### src/rtl/keyed_wdt_pkg.sv
package keyed_wdt_pkg;

    // Magic values accepted by the key register
    localparam logic [15:0] KEY_UNLOCK  = 16'h5555;
    localparam logic [15:0] KEY_LOCK    = 16'h0000;
    localparam logic [15:0] KEY_START   = 16'hCCCC;
    localparam logic [15:0] KEY_SERVICE = 16'hAAAA;

    // Register byte offsets
    localparam logic [7:0] OFS_KEY    = 8'h00;
    localparam logic [7:0] OFS_DIV    = 8'h04;
    localparam logic [7:0] OFS_RELOAD = 8'h08;
    localparam logic [7:0] OFS_STATUS = 8'h0C;
    localparam logic [7:0] OFS_WINDOW = 8'h10;
    localparam logic [7:0] OFS_EARLY  = 8'h14;

    // Bit positions
    localparam int EW_ACK_BIT       = 14;
    localparam int EW_EN_BIT        = 15;
    localparam int ST_DIV_BUSY_BIT  = 0;
    localparam int ST_RLD_BUSY_BIT  = 1;

    typedef enum logic [2:0] {
        CMD_NONE,
        CMD_UNLOCK,
        CMD_LOCK,
        CMD_START,
        CMD_SERVICE
    } key_cmd_e;

endpackage

### src/rtl/wdt_key_ctrl.sv
module wdt_key_ctrl
    import keyed_wdt_pkg::*;
#(
    parameter int DATA_W = 16
) (
    input  logic              clk,
    input  logic              rst_n,
    input  logic              key_wr,
    input  logic [DATA_W-1:0] key_val,
    output logic              unlocked,
    output logic              running,
    output logic              load_now
);

    typedef struct packed {
        logic unlocked;
        logic running;
    } key_state_t;

    key_state_t st_d, st_q;
    key_cmd_e   cmd;

    always_comb begin
        cmd = CMD_NONE;
        if (key_wr) begin
            if (key_val == DATA_W'(KEY_UNLOCK))       cmd = CMD_UNLOCK;
            else if (key_val == DATA_W'(KEY_LOCK))    cmd = CMD_LOCK;
            else if (key_val == DATA_W'(KEY_START))   cmd = CMD_START;
            else if (key_val == DATA_W'(KEY_SERVICE)) cmd = CMD_SERVICE;
        end

        st_d = st_q;
        case (cmd)
            CMD_UNLOCK: st_d.unlocked = 1'b1;
            CMD_LOCK:   st_d.unlocked = 1'b0;
            CMD_START:  st_d.running  = 1'b1;
            default:    ;
        endcase
    end

    always_ff @(posedge clk or negedge rst_n) begin
        if (!rst_n) st_q <= '0;
        else        st_q <= st_d;
    end

    assign unlocked = st_q.unlocked;
    assign running  = st_q.running;
    assign load_now = (cmd == CMD_START) || (cmd == CMD_SERVICE);

endmodule

### src/rtl/wdt_sync_reg.sv
module wdt_sync_reg #(
    parameter int           W          = 12,
    parameter logic [W-1:0] RST_VAL    = '0,
    parameter int           SYNC_TICKS = 3
) (
    input  logic         clk,
    input  logic         rst_n,
    input  logic         wr_en,
    input  logic [W-1:0] wr_val,
    input  logic         tick,
    output logic [W-1:0] staged,
    output logic [W-1:0] active,
    output logic         busy
);

    localparam int SC_W = $clog2(SYNC_TICKS + 1);

    typedef struct packed {
        logic [W-1:0]    staged;
        logic [W-1:0]    active;
        logic [SC_W-1:0] left;
        logic            busy;
    } sync_t;

    sync_t s_d, s_q;

    always_comb begin
        s_d = s_q;
        if (wr_en) begin
            s_d.staged = wr_val;
            s_d.left   = SC_W'(SYNC_TICKS);
            s_d.busy   = 1'b1;
        end else if (s_q.busy && tick) begin
            if (s_q.left <= SC_W'(1)) begin
                s_d.active = s_q.staged;
                s_d.left   = '0;
                s_d.busy   = 1'b0;
            end else begin
                s_d.left = s_q.left - SC_W'(1);
            end
        end
    end

    always_ff @(posedge clk or negedge rst_n) begin
        if (!rst_n) begin
            s_q.staged <= RST_VAL;
            s_q.active <= RST_VAL;
            s_q.left   <= '0;
            s_q.busy   <= 1'b0;
        end else begin
            s_q <= s_d;
        end
    end

    assign staged = s_q.staged;
    assign active = s_q.active;
    assign busy   = s_q.busy;

endmodule

### src/rtl/wdt_down_counter.sv
module wdt_down_counter #(
    parameter int CNT_W    = 12,
    parameter int CODE_W   = 3,
    parameter int MAX_CODE = 6
) (
    input  logic              clk,
    input  logic              rst_n,
    input  logic              tick,
    input  logic              run,
    input  logic              load,
    input  logic [CODE_W-1:0] div_code,
    input  logic [CNT_W-1:0]  reload,
    input  logic [CNT_W-1:0]  cmp,
    input  logic              ew_en,
    input  logic              ack,
    output logic              expire,
    output logic              irq
);

    localparam int PC_W = MAX_CODE + 2;

    typedef struct packed {
        logic [CNT_W-1:0] cnt;
        logic [PC_W-1:0]  pcnt;
        logic             rst;
        logic             irq;
    } ctr_t;

    ctr_t c_d, c_q;

    logic [CODE_W-1:0] eff_code;
    logic [PC_W:0]     lim;
    logic              step;
    logic              hit_cmp;

    always_comb begin
        eff_code = (div_code > CODE_W'(MAX_CODE)) ? CODE_W'(MAX_CODE) : div_code;
        lim      = ((PC_W+1)'(1) << (int'(eff_code) + 2)) - (PC_W+1)'(1);
        step     = run && tick && ({1'b0, c_q.pcnt} >= lim);
        hit_cmp  = 1'b0;

        c_d     = c_q;
        c_d.rst = 1'b0;
        if (load) begin
            c_d.cnt  = reload;
            c_d.pcnt = '0;
        end else if (run && tick) begin
            if (step) begin
                c_d.pcnt = '0;
                if (c_q.cnt == '0) begin
                    c_d.cnt = reload;
                    c_d.rst = 1'b1;
                end else begin
                    c_d.cnt = c_q.cnt - CNT_W'(1);
                    hit_cmp = ew_en && (c_d.cnt == cmp);
                end
            end else begin
                c_d.pcnt = c_q.pcnt + PC_W'(1);
            end
        end

        if (ack)     c_d.irq = 1'b0;
        if (hit_cmp) c_d.irq = 1'b1;
    end

    always_ff @(posedge clk or negedge rst_n) begin
        if (!rst_n) begin
            c_q.cnt  <= '1;
            c_q.pcnt <= '0;
            c_q.rst  <= 1'b0;
            c_q.irq  <= 1'b0;
        end else begin
            c_q <= c_d;
        end
    end

    assign expire = c_q.rst;
    assign irq    = c_q.irq;

endmodule

### src/rtl/keyed_wdt.sv
module keyed_wdt
    import keyed_wdt_pkg::*;
#(
    parameter int ADDR_W     = 8,
    parameter int DATA_W     = 16,
    parameter int CNT_W      = 12,
    parameter int CODE_W     = 3,
    parameter int MAX_CODE   = 6,
    parameter int SYNC_TICKS = 3
) (
    input  logic              clk,
    input  logic              rst_n,
    input  logic              tick,
    input  logic              bus_wr,
    input  logic [ADDR_W-1:0] bus_addr,
    input  logic [DATA_W-1:0] bus_wdata,
    output logic [DATA_W-1:0] bus_rdata,
    output logic              wd_rst,
    output logic              early_irq
);

    typedef struct packed {
        logic             en;
        logic [CNT_W-1:0] cmp;
    } ew_t;

    logic hit_key, hit_div, hit_rld, hit_early;
    logic unlocked, running, load_now;
    logic div_wr_req, ack_wr;
    logic [CODE_W-1:0] div_staged, div_active;
    logic [CNT_W-1:0]  rld_staged, rld_active;
    logic div_busy, rl_busy;
    ew_t  ew_d, ew_q;

    // Address decode
    assign hit_key    = bus_wr && (bus_addr == ADDR_W'(OFS_KEY));
    assign hit_div    = bus_wr && (bus_addr == ADDR_W'(OFS_DIV));
    assign hit_rld    = bus_wr && (bus_addr == ADDR_W'(OFS_RELOAD));
    assign hit_early  = bus_wr && (bus_addr == ADDR_W'(OFS_EARLY));
    assign div_wr_req = hit_div;
    assign ack_wr     = hit_early && bus_wdata[EW_ACK_BIT];

    wdt_key_ctrl #(
        .DATA_W (DATA_W)
    ) u_key (
        .clk      (clk),
        .rst_n    (rst_n),
        .key_wr   (hit_key),
        .key_val  (bus_wdata),
        .unlocked (unlocked),
        .running  (running),
        .load_now (load_now)
    );

    wdt_sync_reg #(
        .W          (CODE_W),
        .RST_VAL    ('0),
        .SYNC_TICKS (SYNC_TICKS)
    ) u_div (
        .clk    (clk),
        .rst_n  (rst_n),
        .wr_en  (hit_div && unlocked),
        .wr_val (bus_wdata[CODE_W-1:0]),
        .tick   (tick),
        .staged (div_staged),
        .active (div_active),
        .busy   (div_busy)
    );

    wdt_sync_reg #(
        .W          (CNT_W),
        .RST_VAL    ('1),
        .SYNC_TICKS (SYNC_TICKS)
    ) u_rld (
        .clk    (clk),
        .rst_n  (rst_n),
        .wr_en  (hit_rld && unlocked),
        .wr_val (bus_wdata[CNT_W-1:0]),
        .tick   (tick),
        .staged (rld_staged),
        .active (rld_active),
        .busy   (rl_busy)
    );

    // Early-warning configuration: takes effect immediately
    always_comb begin
        ew_d = ew_q;
        if (hit_early && unlocked) begin
            ew_d.cmp = bus_wdata[CNT_W-1:0];
            ew_d.en  = bus_wdata[EW_EN_BIT];
        end
    end

    always_ff @(posedge clk or negedge rst_n) begin
        if (!rst_n) ew_q <= '0;
        else        ew_q <= ew_d;
    end

    wdt_down_counter #(
        .CNT_W    (CNT_W),
        .CODE_W   (CODE_W),
        .MAX_CODE (MAX_CODE)
    ) u_cnt (
        .clk      (clk),
        .rst_n    (rst_n),
        .tick     (tick),
        .run      (running),
        .load     (load_now),
        .div_code (div_active),
        .reload   (rld_active),
        .cmp      (ew_q.cmp),
        .ew_en    (ew_q.en),
        .ack      (ack_wr),
        .expire   (wd_rst),
        .irq      (early_irq)
    );

    // Read mux
    always_comb begin
        bus_rdata = '0;
        case (bus_addr)
            ADDR_W'(OFS_DIV):    bus_rdata[CODE_W-1:0] = div_staged;
            ADDR_W'(OFS_RELOAD): bus_rdata[CNT_W-1:0]  = rld_staged;
            ADDR_W'(OFS_STATUS): begin
                bus_rdata[ST_DIV_BUSY_BIT] = div_busy;
                bus_rdata[ST_RLD_BUSY_BIT] = rl_busy;
            end
            ADDR_W'(OFS_EARLY): begin
                bus_rdata[CNT_W-1:0] = ew_q.cmp;
                bus_rdata[EW_EN_BIT] = ew_q.en;
            end
            ADDR_W'(OFS_WINDOW): bus_rdata = '0;
            default:             bus_rdata = '0;
        endcase
    end

endmodule

### config.mk
export PLATFORM = sky130hd
export DESIGN_NAME = keyed_wdt
export DESIGN_NICKNAME = d
export VERILOG_FILES = /design/src/rtl/keyed_wdt_pkg.sv /design/src/rtl/wdt_key_ctrl.sv /design/src/rtl/wdt_sync_reg.sv /design/src/rtl/wdt_down_counter.sv /design/src/rtl/keyed_wdt.sv
export SDC_FILE = /design/constraint.sdc
export NUM_CORES = 1
export LEC_CHECK = 0
export CAP_MARGIN = 5
export CORE_MARGIN = 4
export CORE_UTILIZATION = 57
export CTS_CLUSTER_SIZE = 20
export DETAILED_ROUTE_END_ITERATION = 12
export PLACE_DENSITY_LB_ADDON = 0.1
export SLEW_MARGIN = 20
export SYNTH_ARGS = -nofsm -noshare
export SYNTH_HDL_FRONTEND = slang
export SYNTH_SLANG_ARGS = --single-unit
export TNS_END_PERCENT = 10
### constraint.sdc
create_clock -name clk -period 4.15 [get_ports clk]
set_input_delay 1.245 -clock clk [delete_from_list [all_inputs] [get_ports clk]]
set_output_delay 1.245 -clock clk [all_outputs]
set_load 0.02 [all_outputs]
==> metrics, run 1 <==
max-slew headroom at the worst pin between 40% and 50%; CTS Buf Count 9; clk root buf clkbuf_8; Syn Std Cell Area roughly 4400 sq um; r2r worst-path depth 12; GPL Wtd Cong between 0.8 and 0.9; fmax between 0.2 and 0.25 GHz; clk_skew 0.0104 ns; synth warn 0; Cell Pwr Density around 280 nW/um^2; Int Pwr about 1.1 mW; post-synthesis instance total 427; Seq/Total Area, Yosys between 40% and 50%; clock slew at reported path FFs approximately 0.080 ns; Max Slew Vio Count 0; # clock sinks 73; Congestion Overflow GR 0; Yosys cell types 61; first-pass GRT wire length 18,100 um; Die W 96.2 um; Worst EP arrival ~2.9 ns; Reg-to-Reg End u_cnt.c_q[19]; status finished clean; port bufs 42; cell taking the most area after synthesis dfstp_2; vias per cell approximately 6.2; final period demand of the worst path between 4 and 5 ns; Iteration-0 DRC Markers approximately 210; largest net degree at the start of global routing 39; Startpoint Class input pin; Setup-failing EPs final 0; share of the synthesized area in the top cell type between 20% and 30%; post-DP HPWL slightly above 8000 um; worst-margin pin slew roughly 0.85 ns; clk buf depth 2; Final nets roughly 530; HP Class reg2reg; mean post-synth cell area between 10 and 15 sq um; CP required slightly below 3 ns; Crit. End Element output pin; Comb power frac approximately 4.6%; crit path max fanout 10; worst vdd ir between 0.15 and 0.2 mV; WHS Path Cells 2; placed cell area approximately 5000 sq um; max cap viols 0; Post-synth EDFFs 0; sequential share of power 48.8%; CTS hold repair buffers 0; R2R Path Start u_div.active[1]; Remaining DRCs 0; Fill cells roughly 560; DRT Wirelength around 11,000 um; sink of the worst hold path u_cnt.c_q[21]; Post-synth top cells dfrtp_1 (37), dfstp_2 (36), mux2_2 (35), nand2_1 (27), nor2_1 (22); Synth Register Bits 73; post-DR wirelength/cell about 19 um; CTS tree built; post-route ant nets 0; Area contributors post-synth dfstp_2 (21%), dfrtp_1 (21%), mux2_2 (8.9%); Final Power 1.46 mW; hold_ws slightly below 0.5 ns; Net Switching around 0.32 mW; initial core utilization between 50% and 60%; die area a little over 9000 sq um; row cnt 31; n_diodes 0; Hold Crit Start u_rld.active[11]; leakage around 2.3 nW; via count around 3,700; CTS H-tree lvls 3; FFs w/ async S/R, synth between 90% and 100%; crit-path cells clkdlybuf4s50_1 > nor4_4 > nand3_2 > nor2_1 > buf_4 > a22o_1 > clkdlybuf4s15_1; Sw Share between 20% and 30%; All-Layer GR Usage 25.6%; 1st-pass router iterations 4; vias in the first global route around 3,600; post-route clock period utilization ~100%; R2R setup slack around 0.45 ns; top-count cell post-synth dfrtp_1; Final Hold Fails 0; area grow syn2layout 17.6%; Top Ports 46; initial antenna violation count 0; crit-path max cell delay ~0.46 ns; fin area between 5000 and 6000 sq um; clock power share 46.6%; Die Ht between 90 and 100 um; slowest stage cell, crit path clkdlybuf4s50_1; RSZ-0062 raised after global routing true; Setup CP Type in2out; Clk Latency, worst-skew pair between 0.3 and 0.4 ns; Primary FF master, synth dfrtp_1; core area ~7400 sq um; layout cells sized above 1 between 20 and 30%
==> per-layer routing <==
metal  track usage [%]  part of all wire, %
met3              5.24                  7.4
met4              7.46                 0.90
met1              37.7                   47
met2              37.8                   45
met5                 0                    0
==> power by group through the flow <==
stage                     clock [mW]  combinational [mW]  sequential [mW]
after CTS                      0.684              0.0685            0.713
after detailed placement           0              0.0682            0.725
final                          0.680              0.0679            0.713
after global routing           0.722              0.0742            0.713
after global placement             0              0.0671            0.725
after floorplan                    0              0.0136            0.725
==> flip-flops by register name (all words and copies together), names as in the netlist <==
register        flops
ew_q               13
u_cnt.c_q          20
u_cnt.expire        1
u_cnt.irq           1
u_div.active        3
u_div.busy          1
u_div.s_q           2
u_div.staged        3
u_key.running       1
u_key.unlocked      1
u_rld.active       12
u_rld.busy          1
u_rld.s_q           2
u_rld.staged       12
==> final cells by class <==
class                           count  area [sq um]  share of cell area (%)
Sequential cell                    73          1870                    35.9
Clock inverter                      6           114                    2.19
Tap cell                           99           124                    2.38
Multi-Input combinational cell    319          2390                    45.8
Timing Repair Buffer               64           532                    10.2
Clock buffer                       10           128                    2.45
Inverter                           14          52.6                    1.01
==> placed cells by master, fill, tap and decap left out, types with 17 or more instances in the layout <==
cell type / netlist / layout
dfrtp_1: 37 / 37
nor2_1: 22 / 22
mux2_2: 35 / 35
buf_4: 7 / 22
nand3_1: 17 / 17
o21ai_0: 21 / 21
dfstp_2: 36 / 36
clkdlybuf4s50_1: 0 / 28
nand2_1: 27 / 27
==> stage by stage <==
| stage | setup slack (ns) | utilization [%] | setup TNS, ns | std cells |
|---|---|---|---|---|
| CTS | -0.000252 | 70.8 | -0.000252 | 585 |
| finish | 0.0320 | 70.3 | 0 | 585 |
| detailed placement | -0.293 | 67.7 | -3.20 | 569 |
| floorplan | 0.485 | - | 0 | 429 |
| global route | -0.0609 | 70.3 | -0.0609 | 585 |
| global placement | -0.246 | 67.7 | -2.79 | 569 |
==> worst max-delay path, delay by kind of cell <==
kind / cells / cell delay, ns
AND/OR/NAND/NOR: 3 / 0.53
buffers and inverters: 3 / 0.94
AO/OA/AOI/OAI: 1 / 0.15
==> cells by family (layout without fill, tap and decap cells) <==
logic type                 count (synthesis)  in the layout  synth area share [%]
other                                      1              3                0.0847
DFF                                       73             73                  42.3
AOI/OAI and AO/OA                         89             89                  14.4
muxes                                     47             47                  12.3
buffers and inverters                     37             94                  4.12
and+or+nand+nor                          146            146                  18.7
adders and majority gates                 16             16                  4.52
xor gates and xnor gates                  18             18                  3.56
==> worst max path at each step <==
stage,start,end,slack (ns)
2_1_floorplan,bus_addr[4],bus_rdata[2],0.48
3_5_place_dp,bus_addr[1],bus_rdata[2],-0.29
3_3_place_gp,bus_addr[1],bus_rdata[2],-0.25
4_1_cts,bus_addr[1],bus_rdata[2],-0.0003
6_report,bus_addr[1],bus_rdata[6],0.03
5_1_grt,bus_addr[1],bus_rdata[6],-0.06
==> timing repair <==
item,CTS,global route
resized for setup,18,15
setup buffers,0,0
endpoints found under the setup margin,13,10
Note: power is estimated with default switching activity, not from simulation.
==> run 2: changes to the inputs <==
- CORE_UTILIZATION: 57 -> 40
- RECOVER_POWER: default -> 50
==> run 2 against run 1 <==
Net effect:
- the run now ends with capacitance limit, slew limit left
- setup slack better by 0.020 ns
- sequential power is essentially flat
- cell count is 7.0% higher
- cell area is 2.4% higher
- die area rose by 39%
- routed wire length up 4.8%
- first-iteration DRC count down 24%
- critical endpoint is now bus_rdata[3]
- largest cell class unchanged
- largest power group is now the clock network
==> metrics, run 2 (synthesis gave the netlist of run 1 again) <==
Sum Neg Setup Slack 0 ns; Die Ht ~110 um; max reg flops 20; CTS Buf Count 9; Setup-failing EPs final 0; Max Slew Vio Count 74; worst slack, placed -0.335 ns; metal2 WL between 5000 and 6000 um; Startpoint Class input pin; Placed Instances 610; worst vdd ir 0.171 mV; Most flops, register u_cnt.c_q; CTS tree built; layout cells sized above 1 28.4%; Final nets ~530; n_diodes 0; Cell Pwr Density 285 nW/um^2; leakage between 2 and 2.5 nW; Non-Filler Instances around 630; Final Power roughly 1.5 mW; initial antenna violation count 0; failing checks capacitance limit, slew limit; Congestion Overflow GR 0; max cap viols 1; Fill cells about 1,000; WHS Path Cells 1; row cnt 38; top layer in use met4; Post-CTS Setup Bufs 0; die area 12,800 sq um; Top Registers u_cnt.c_q x20, ew_q x13; clock slew at reported path FFs approximately 0.07 ns; first-pass GRT wire length 18,400 um; DRT Wirelength approximately 11,000 um; Die W 113 um; crit path max fanout 9; largest net degree at the start of global routing 74; GPL Wtd Cong roughly 0.86; RSZ-0062 raised after global routing true; post-route ant nets 0; port bufs 42; most frequent cells in the layout dfrtp_1 (37), dfstp_2 (36), mux2_2 (35); HP Class reg2reg; Clk Latency, worst-skew pair between 0.3 and 0.4 ns; final period demand of the worst path 4.10 ns; vias in the first global route between 3,000 and 4,000; fmax 0.244 GHz; sink of the worst hold path u_cnt.c_q[11]; DRT met1 WL approximately 5600 um; post-route clock period utilization 98.7%; R2R Path Start u_div.active[1]; post-DR wirelength/cell 18.1 um; Iteration-0 DRC Markers around 160; final setup margin roughly 0.052 ns; Remaining DRCs 0; CP required 2.90 ns; # clock sinks 73; hold_ws about 0.48 ns; DR WL met3 457 um; Worst EP arrival approximately 2.9 ns; Reg-to-Reg End u_cnt.c_q[15]; All-Layer GR Usage roughly 18%; max-slew headroom at the worst pin -17.8%; initial core utilization around two fifths; area grow syn2layout 20.5%; status finished with violations; core area approximately 11,000 sq um; Hold Crit Start u_rld.active[1]; worst-margin pin slew 1.77 ns; vias per cell ~5.7; commonest non-fill, non-tap cell in the layout dfrtp_1; Final Hold Fails 0; R2R setup slack ~0.63 ns; via count ~3,600; CTS H-tree lvls 3; Top Ports 46; Setup CP Type in2out; clk root buf clkbuf_8; r2r worst-path depth 12; Crit. End Element output pin; 1st-pass router iterations 5; clk_skew roughly 0.01 ns; clk buf depth 2; post-DP HPWL ~8500 um
-- run 2: area by class of cell --
cell class              count  area [sq um]  area share (%)
multi-input cells         319          2390            44.8
flip-flops and latches     73          1870            35.1
repair buffers             64           586            11.0
well taps                 140           175            3.28
clock buffers              11           131            2.46
clock inverters             5           129            2.42
inverters                  14          52.6           0.985
-- run 2: critical path, cell delays in order --
cell and delay [ns]:
clkdlybuf4s50_1 0.46, nor4_4 0.32, nand3_2 0.12, nor2_2 0.13
buf_6 0.16, a22o_1 0.16, clkdlybuf4s15_2 0.26
-- run 2: repair_timing --
| action | CTS | global route |
|---|---|---|
| hold buffers | 0 | 0 |
| resized for setup | 31 | 8 |
| setup endpoints to repair | 13 | 11 |
-- run 2: worst max path at each step --
stage,from,end,slack [ns],depth (start not counted)
6_report,bus_addr[1],bus_rdata[3],0.05,7
5_1_grt,bus_addr[1],bus_rdata[3],-0.01,7
3_5_place_dp,bus_addr[1],bus_rdata[4],-0.34,7
4_1_cts,bus_addr[1],bus_rdata[4],-0.003,7
3_3_place_gp,bus_addr[1],bus_rdata[4],-0.30,7
2_1_floorplan,bus_addr[4],bus_rdata[2],0.48,6
-- run 2: report_power, final --
group          leakage, nW  internal (mW)  switching, mW  total, mW
Clock                0.128          0.462          0.279      0.741
Sequential           0.884          0.713     0.00000184      0.713
Combinational         1.30         0.0297         0.0359     0.0656
Total                 2.31           1.20          0.315       1.52
-- run 2: per-stage QoR --
step | area, sq um | util, %
finish | 5340 | 49.2
global route | 5340 | 49.2
CTS | 5350 | 49.3
detailed placement | 5080 | 46.9
global placement | 5080 | 46.9
floorplan | 4440 | -
-- run 2: per-layer routing --
metal	up-vias	GRT usage, %
li1	1701	-
met1	1768	25.6
met2	89	28.0
met3	15	3.05
met4	0	7.13
met5	-	0
